## config.mk

```make
export PLATFORM = sky130hd
export DESIGN_NAME = vec_entry_ctl
export DESIGN_NICKNAME = d
export VERILOG_FILES = /design/src/rtl/vec_pkg.sv /design/src/rtl/vec_addr_map.sv /design/src/rtl/vec_seq.sv /design/src/rtl/seg_reg.sv /design/src/rtl/vec_entry_ctl.sv
export SDC_FILE = /design/constraint.sdc
export NUM_CORES = 1
export LEC_CHECK = 0
export BUFFER_PORTS_ARGS = -buffer_cell sky130_fd_sc_hd__buf_2
export CAP_MARGIN = 20
export CORE_ASPECT_RATIO = 1.75
export CORE_MARGIN = 2
export CORE_UTILIZATION = 35
export DETAILED_ROUTE_END_ITERATION = 8
export GPL_ROUTABILITY_DRIVEN = 1
export PLACE_DENSITY = 0.66
export SYNTH_ARGS = -nofsm -noshare
export SYNTH_HDL_FRONTEND = slang
export SYNTH_SLANG_ARGS = --single-unit
```

## constraint.sdc

```tcl
create_clock -name clk -period 5.5 [get_ports clk]
set_input_delay 0.55 -clock clk [delete_from_list [all_inputs] [get_ports clk]]
set_output_delay 0.55 -clock clk [all_outputs]
set_load 0.03 [all_outputs]
```

## src/rtl/vec_pkg.sv

```systemverilog
// Package: shared types for the vector entry controller.
// Assumes: nothing beyond IEEE 1800-2017.
package vec_pkg;

    typedef enum logic [2:0] {
        ST_IDLE  = 3'd0,
        ST_PUSH  = 3'd1,
        ST_RD_LO = 3'd2,
        ST_RD_HI = 3'd3,
        ST_LOAD  = 3'd4
    } seq_state_t;

    typedef enum logic [1:0] {
        MM_SMALL  = 2'b00,
        MM_MEDIUM = 2'b01,
        MM_LARGE  = 2'b10,
        MM_LARGE2 = 2'b11
    } mem_model_t;

endpackage

```

## src/rtl/vec_addr_map.sv

```systemverilog
// Module: vec_addr_map
// Maps a source index to the byte offset of its vector in segment 0.
// The table is two regions: N_LO entries from LO_BASE, then N_HI entries
// from HI_BASE. Each entry takes two bytes.
// Assumes: regions do not overlap and fit in OFS_W bits.
module vec_addr_map #(
    parameter int IDX_W   = 6,
    parameter int OFS_W   = 16,
    parameter int N_LO    = 37,
    parameter int N_HI    = 5,
    parameter int LO_BASE = 'h0000,
    parameter int HI_BASE = 'h006A
) (
    input  logic [IDX_W-1:0] idx,
    output logic [OFS_W-1:0] ofs,
    output logic             idx_ok
);
    localparam int N_TOTAL = N_LO + N_HI;
    localparam logic [OFS_W-1:0] LO_B = OFS_W'(LO_BASE);
    localparam logic [OFS_W-1:0] HI_B = OFS_W'(HI_BASE);
    localparam logic [OFS_W-1:0] N_LO_W = OFS_W'(N_LO);

    logic [OFS_W-1:0] idx_w;
    assign idx_w = OFS_W'(idx);

    // Pick the region and form the even byte offset of the entry.
    always_comb begin
        idx_ok = (int'(idx) < N_TOTAL);
        if (int'(idx) < N_LO)
            ofs = LO_B + (idx_w << 1);
        else
            ofs = HI_B + ((idx_w - N_LO_W) << 1);
    end

endmodule

```

## src/rtl/vec_seq.sv

```systemverilog
// Module: vec_seq
// Entry state machine: optional segment push, low byte read, high byte
// read, then load of the program counter with a done pulse.
// Assumes: mem_rdata is valid in the same cycle as mem_rd_en; the start
// inputs are only looked at while idle.
module vec_seq #(
    parameter int OFS_W  = 16,
    parameter int DATA_W = 8,
    localparam int PC_W  = 2 * DATA_W
) (
    input  logic              clk,
    input  logic              rst_n,
    input  logic              start,
    input  logic              want_push,
    input  logic [OFS_W-1:0]  start_ofs,
    input  logic [DATA_W-1:0] mem_rdata,
    output logic              mem_rd_en,
    output logic [OFS_W-1:0]  mem_ofs,
    output logic              push_en,
    output logic              busy,
    output logic              done,
    output logic [PC_W-1:0]   pc
);
    import vec_pkg::*;

    seq_state_t        state_q, state_d;
    logic [OFS_W-1:0]  ofs_q;
    logic [DATA_W-1:0] lo_q;
    logic [DATA_W-1:0] hi_q;

    // Next-state choice for the entry sequence.
    always_comb begin
        state_d = state_q;
        unique case (state_q)
            ST_IDLE:  if (start) state_d = want_push ? ST_PUSH : ST_RD_LO;
            ST_PUSH:  state_d = ST_RD_LO;
            ST_RD_LO: state_d = ST_RD_HI;
            ST_RD_HI: state_d = ST_LOAD;
            ST_LOAD:  state_d = ST_IDLE;
            default:  state_d = ST_IDLE;
        endcase
    end

    // State register.
    always_ff @(posedge clk) begin
        if (!rst_n) state_q <= ST_IDLE;
        else        state_q <= state_d;
    end

    // Capture the table offset when a sequence starts.
    always_ff @(posedge clk) begin
        if (!rst_n)                          ofs_q <= '0;
        else if (state_q == ST_IDLE && start) ofs_q <= start_ofs;
    end

    // Capture the vector bytes as they are read.
    always_ff @(posedge clk) begin
        if (!rst_n) begin
            lo_q <= '0;
            hi_q <= '0;
        end else begin
            if (state_q == ST_RD_LO) lo_q <= mem_rdata;
            if (state_q == ST_RD_HI) hi_q <= mem_rdata;
        end
    end

    // Program counter takes the assembled vector in the load cycle.
    always_ff @(posedge clk) begin
        if (!rst_n)                 pc <= '0;
        else if (state_q == ST_LOAD) pc <= {hi_q, lo_q};
    end

    // Decode strobes and the read address from the state.
    always_comb begin
        mem_rd_en = (state_q == ST_RD_LO) || (state_q == ST_RD_HI);
        mem_ofs   = (state_q == ST_RD_HI) ? (ofs_q + OFS_W'(1)) : ofs_q;
        push_en   = (state_q == ST_PUSH);
        busy      = (state_q != ST_IDLE);
        done      = (state_q == ST_LOAD);
    end

    // the high byte read follows the low byte read at the next address.
    a_r2_hi_after_lo: assert property (@(posedge clk) disable iff (!rst_n)
        (mem_rd_en && $past(mem_rd_en)) |-> (mem_ofs == $past(mem_ofs) + OFS_W'(1)));

    // a push is always followed by the first vector read.
    a_r4_push_then_read: assert property (@(posedge clk) disable iff (!rst_n)
        push_en |=> (mem_rd_en && !$past(mem_rd_en)));

    // done ends the sequence.
    a_r5_done_ends: assert property (@(posedge clk) disable iff (!rst_n)
        done |=> !busy);

endmodule

```

## src/rtl/seg_reg.sv

```systemverilog
// Module: seg_reg
// Code segment register with three update sources in fixed priority:
// clear on vector load, restore from stack, load from the core.
// Assumes: the caller qualifies each enable; at most one matters per cycle.
module seg_reg #(
    parameter int SEG_W = 4
) (
    input  logic             clk,
    input  logic             rst_n,
    input  logic             clr,
    input  logic             restore,
    input  logic [SEG_W-1:0] restore_val,
    input  logic             ld,
    input  logic [SEG_W-1:0] ld_val,
    output logic [SEG_W-1:0] seg
);

    // Update the segment by priority.
    always_ff @(posedge clk) begin
        if (!rst_n)       seg <= '0;
        else if (clr)     seg <= '0;
        else if (restore) seg <= restore_val;
        else if (ld)      seg <= ld_val;
    end

endmodule

```

## src/rtl/vec_entry_ctl.sv

```systemverilog
// Module: vec_entry_ctl (top)
// Reset/interrupt entry and return control for a segmented program
// counter. It fetches a two-byte vector from segment 0, clears the code
// segment, and saves/restores the segment on the stack outside the small
// memory model.
// Assumes: model is held stable during a sequence; the stack responds in
// the same cycle as the pop strobe.
module vec_entry_ctl #(
    parameter int IDX_W   = 6,
    parameter int OFS_W   = 16,
    parameter int SEG_W   = 4,
    parameter int DATA_W  = 8,
    parameter int N_LO    = 37,
    parameter int N_HI    = 5,
    parameter int LO_BASE = 'h0000,
    parameter int HI_BASE = 'h006A,
    localparam int ADDR_W = OFS_W + SEG_W,
    localparam int PC_W   = 2 * DATA_W
) (
    input  logic              clk,
    input  logic              rst_n,
    input  logic              req_valid,
    input  logic [IDX_W-1:0]  req_idx,
    input  logic [1:0]        model,
    input  logic              rti,
    input  logic              csr_ld,
    input  logic [SEG_W-1:0]  csr_ld_val,
    output logic              mem_rd_en,
    output logic [ADDR_W-1:0] mem_addr,
    input  logic [DATA_W-1:0] mem_rdata,
    output logic              stk_push,
    output logic [SEG_W-1:0]  stk_wdata,
    output logic              stk_pop,
    input  logic [SEG_W-1:0]  stk_rdata,
    output logic [PC_W-1:0]   pc,
    output logic [SEG_W-1:0]  csr,
    output logic              busy,
    output logic              done
);
    import vec_pkg::*;

    logic [OFS_W-1:0] map_ofs;
    logic             map_ok;
    logic [OFS_W-1:0] rd_ofs;
    logic             start;
    logic             saves_seg;
    logic             rti_take;
    logic             ld_take;

    vec_addr_map #(
        .IDX_W(IDX_W), .OFS_W(OFS_W), .N_LO(N_LO), .N_HI(N_HI),
        .LO_BASE(LO_BASE), .HI_BASE(HI_BASE)
    ) u_map (
        .idx    (req_idx),
        .ofs    (map_ofs),
        .idx_ok (map_ok)
    );

    // Accept decisions for the idle cycle.
    always_comb begin
        saves_seg = (mem_model_t'(model) != MM_SMALL);
        start     = !busy && req_valid && map_ok;
        rti_take  = !busy && !start && rti;
        ld_take   = !busy && !start && !rti && csr_ld;
    end

    vec_seq #(.OFS_W(OFS_W), .DATA_W(DATA_W)) u_seq (
        .clk       (clk),
        .rst_n     (rst_n),
        .start     (start),
        .want_push (saves_seg && (req_idx != '0)),
        .start_ofs (map_ofs),
        .mem_rdata (mem_rdata),
        .mem_rd_en (mem_rd_en),
        .mem_ofs   (rd_ofs),
        .push_en   (stk_push),
        .busy      (busy),
        .done      (done),
        .pc        (pc)
    );

    seg_reg #(.SEG_W(SEG_W)) u_seg (
        .clk         (clk),
        .rst_n       (rst_n),
        .clr         (done),
        .restore     (stk_pop),
        .restore_val (stk_rdata),
        .ld          (ld_take),
        .ld_val      (csr_ld_val),
        .seg         (csr)
    );

    // Vector reads are always in segment 0; the push carries the live segment.
    always_comb begin
        mem_addr  = {{SEG_W{1'b0}}, rd_ofs};
        stk_wdata = csr;
        stk_pop   = rti_take && saves_seg;
    end

    // reads never leave segment 0.
    a_r2_seg_zero_read: assert property (@(posedge clk) disable iff (!rst_n)
        mem_rd_en |-> (mem_addr[ADDR_W-1:OFS_W] == '0));

    // the segment is zero after the vector load.
    a_r3_csr_cleared: assert property (@(posedge clk) disable iff (!rst_n)
        done |=> (csr == '0));

    // a pop restores the presented stack value.
    a_r6_pop_restores: assert property (@(posedge clk) disable iff (!rst_n)
        stk_pop |=> (csr == $past(stk_rdata)));

    // a pop never happens in the small model or during a sequence.
    a_r7_no_small_pop: assert property (@(posedge clk) disable iff (!rst_n)
        stk_pop |-> (model != 2'b00 && !busy));

    // stack and memory strobes are mutually exclusive.
    a_r4_one_strobe: assert property (@(posedge clk) disable iff (!rst_n)
        $onehot0({stk_push, stk_pop, mem_rd_en}));

    // the program counter moves only at the end of a sequence.
    a_r8_pc_stable: assert property (@(posedge clk) disable iff (!rst_n)
        !$past(done) |-> $stable(pc));

endmodule

```

==> flow_summary.toml <==
[detailed_routing]
via_per_inst = 5.002
wl_met1_um = 2191
antenna_left = 0
num_vias = 2111
drc = 0
drtIter0Drc = 107
top_layer = "met4"
wl_per_cell_um = 12.99
wirelength_um = 5483
wl_met2_um = 2956
firstDrtPassIters = 4
wl_met3_um = 265

[yosys]
synth.most_common_cell = "nand2_1"
yosys.area.top_type = "dfxtp_1"
ys_seq_area_frac = 0.4540
synthCells = 282
asyncSetResetFlopFracSynth = 0
synthesis.area_um2 = 2337
synthTopCellsByCount = "nand2_1 (65), dfxtp_1 (53), a21oi_1 (33)"
synthDistinctLibCells = 46
synth-edff-count = 0
synth.ff_latch_count = 53
synth_top_area_frac = 0.4540
synthTopCellsByArea = "dfxtp_1 (45%), nand2_1 (10%), a21oi_1 (7.1%), mux2i_1 (4.3%), nor2_1 (3.1%)"
yosysWarnings = 0
synth_area_per_cell_um2 = 8.288
synth_flop_cell = "dfxtp_1"

[sta]
finalSetupTns_ns = 0
finalHoldViolCount = 0
slew_headroom = 0.3821
holdWs_ns = 0.4543
grt_setup_unrepaired = "no"
worst-slew-pin-transition_ns = 0.9249
layout_min_cycle_time_ns = 2.779
drv_slew = 0
fin_worst_skew_ns = 0.005879
timing.final.crit_share = 0.5052
fmax_mhz = 359.9
finalSetupViolations = 0

[worst_hold_path]
min-delay-path-class = "flip-flop to flip-flop"
hp-start = "u_seq.pc[0]"
min_to = "u_seq.pc[0]"
hold_path_depth = 2

[setup_path]
ff2ff_path_depth = 5
r2r-end = "u_seq.pc[4]"
regToRegSetupSlack_ns = 3.48
critPathRequiredTime_ns = 4.95
crit_start = "u_seq.state_q[0]"
r2r_start = "u_seq.state_q[0]"
crit_type = "flip-flop to output port"
crit_arrival_ns = 2.23
worstSetupEndpointType = "output port"
crit_fanout = 18
startpoint_type = "flip-flop"

[cts]
clock_latency_ns = 0.29
htreeDepth = 2
cts_buffer_depth = 2
cts_tree = "built"
tritoncts.num_buffers = 5
cts_hold_buffers = 0
ctsResizeCount = 0
cts_root_buf = "clkbuf_16"
cts.clk_slew.worst_paths_ns = 0.07
cts_sinks = 53
post-cts-setup-buffer-count = 0

[placement]
dp.cells = 414
port_buffers = 73
place.gp.congestion = 0.7620
hpwl_um = 4141

[floorplanning]
rows = 39
coreArea_um2 = 6490
die_h_um = 112.1
start_util = 0.3601
ios = 78
die_w_um = 65.78
fp.dieArea_um2 = 7374

[power]
ir_drop_uv = 205.4
p_per_area_nw_per_um2 = 313.8
leakage_nw = 1.217

[cells_and_area]
reg_top3 = "u_seq.pc (16), u_seq.ofs_q (14)"
fin_nets = 370
largest_reg_flops = 16
final_layout_size_suffix_gt1_frac = 0.2588
num_antenna_cells = 0
final_core_util = 0.4338
fin_cells = 422
top_register = "u_seq.pc"
syn_to_final_growth_pct = 20.45

[global_route]
track_usage = 0.1559
grt_pass1_wl_um = 9101
grt_max_degree = 38
grt_pass1_vias = 2016
gr-total-overflow = 0
antenna_found_initial = 0

[run]
drv_cap = 0

[status]
status = "finished clean"
per-stage QoR:
step / cell area, µm² / setup WS [ns] / power (mW)
after detailed placement: 2661 / 3.032 / 0.5710
final: 2815 / 2.721 / 0.8835
after floorplan: 2349 / 3.124 / 0.5421
after CTS: 2815 / 2.698 / 0.8967
after global placement: 2661 / 3.115 / 0.5687
after global routing: 2815 / 2.448 / 0.9301
how the worst max path moves through the flow:
stage / to / slack (ns) / cells past startpoint
after CTS: done / 2.70 / 4
after global placement: done / 3.12 / 4
after global routing: done / 2.45 / 4
after detailed placement: done / 3.03 / 4
final: done / 2.72 / 4
after floorplan: stk_pop / 3.12 / 4
cells by family after synthesis:
logic type      after synthesis  synth area share
compound gates               69            0.1879
xor+xnor                      1          0.003748
fa+ha+maj                     2           0.01070
buf+inv                      33           0.07762
flops                        53            0.4540
mux                          10           0.04283
other cells                   1          0.001604
simple gates                113            0.2216
cells in the final DEF, fill, tap and decap left out, types with 6 or more instances in the layout:
cell type,Yosys,layout
a21oi_1,33,33
mux2i_1,10,10
dfxtp_1,53,53
buf_2,1,73
nand2_1,65,65
nor2_1,19,19
and3_1,6,6
o21ai_0,9,9
worst max-delay path: stages, from the launching register on:
cell      delay (ns)
dfxtp_1         0.46
nor2_1          0.10
nand2_1         0.47
clkinv_1        0.57
buf_2           0.34
metal layers:
layer,vias up,track usage
met5,-,0
met4,0,0.05694
met3,6,0.02705
met2,62,0.2842
met1,978,0.1752
li1,1065,-
power breakdown:
group / internal (mW) / switching [mW]
Sequential: 0.398 / 0.00995
Combinational: 0.0541 / 0.0993
Clock: 0.175 / 0.148
cell type report:
| cell class | count | area (µm²) |
|---|---|---|
| Sequential cell | 53 | 1061 |
| Timing Repair Buffer | 73 | 365.4 |
| Tap cell | 82 | 102.6 |
| Inverter | 7 | 26.28 |
| Fill cell | 693 | 3675 |
| Clock buffer | 5 | 125.1 |
| Clock inverter | 3 | 28.78 |
| Multi-Input combinational cell | 199 | 1106 |
Power figures use the tool's default switching activity.
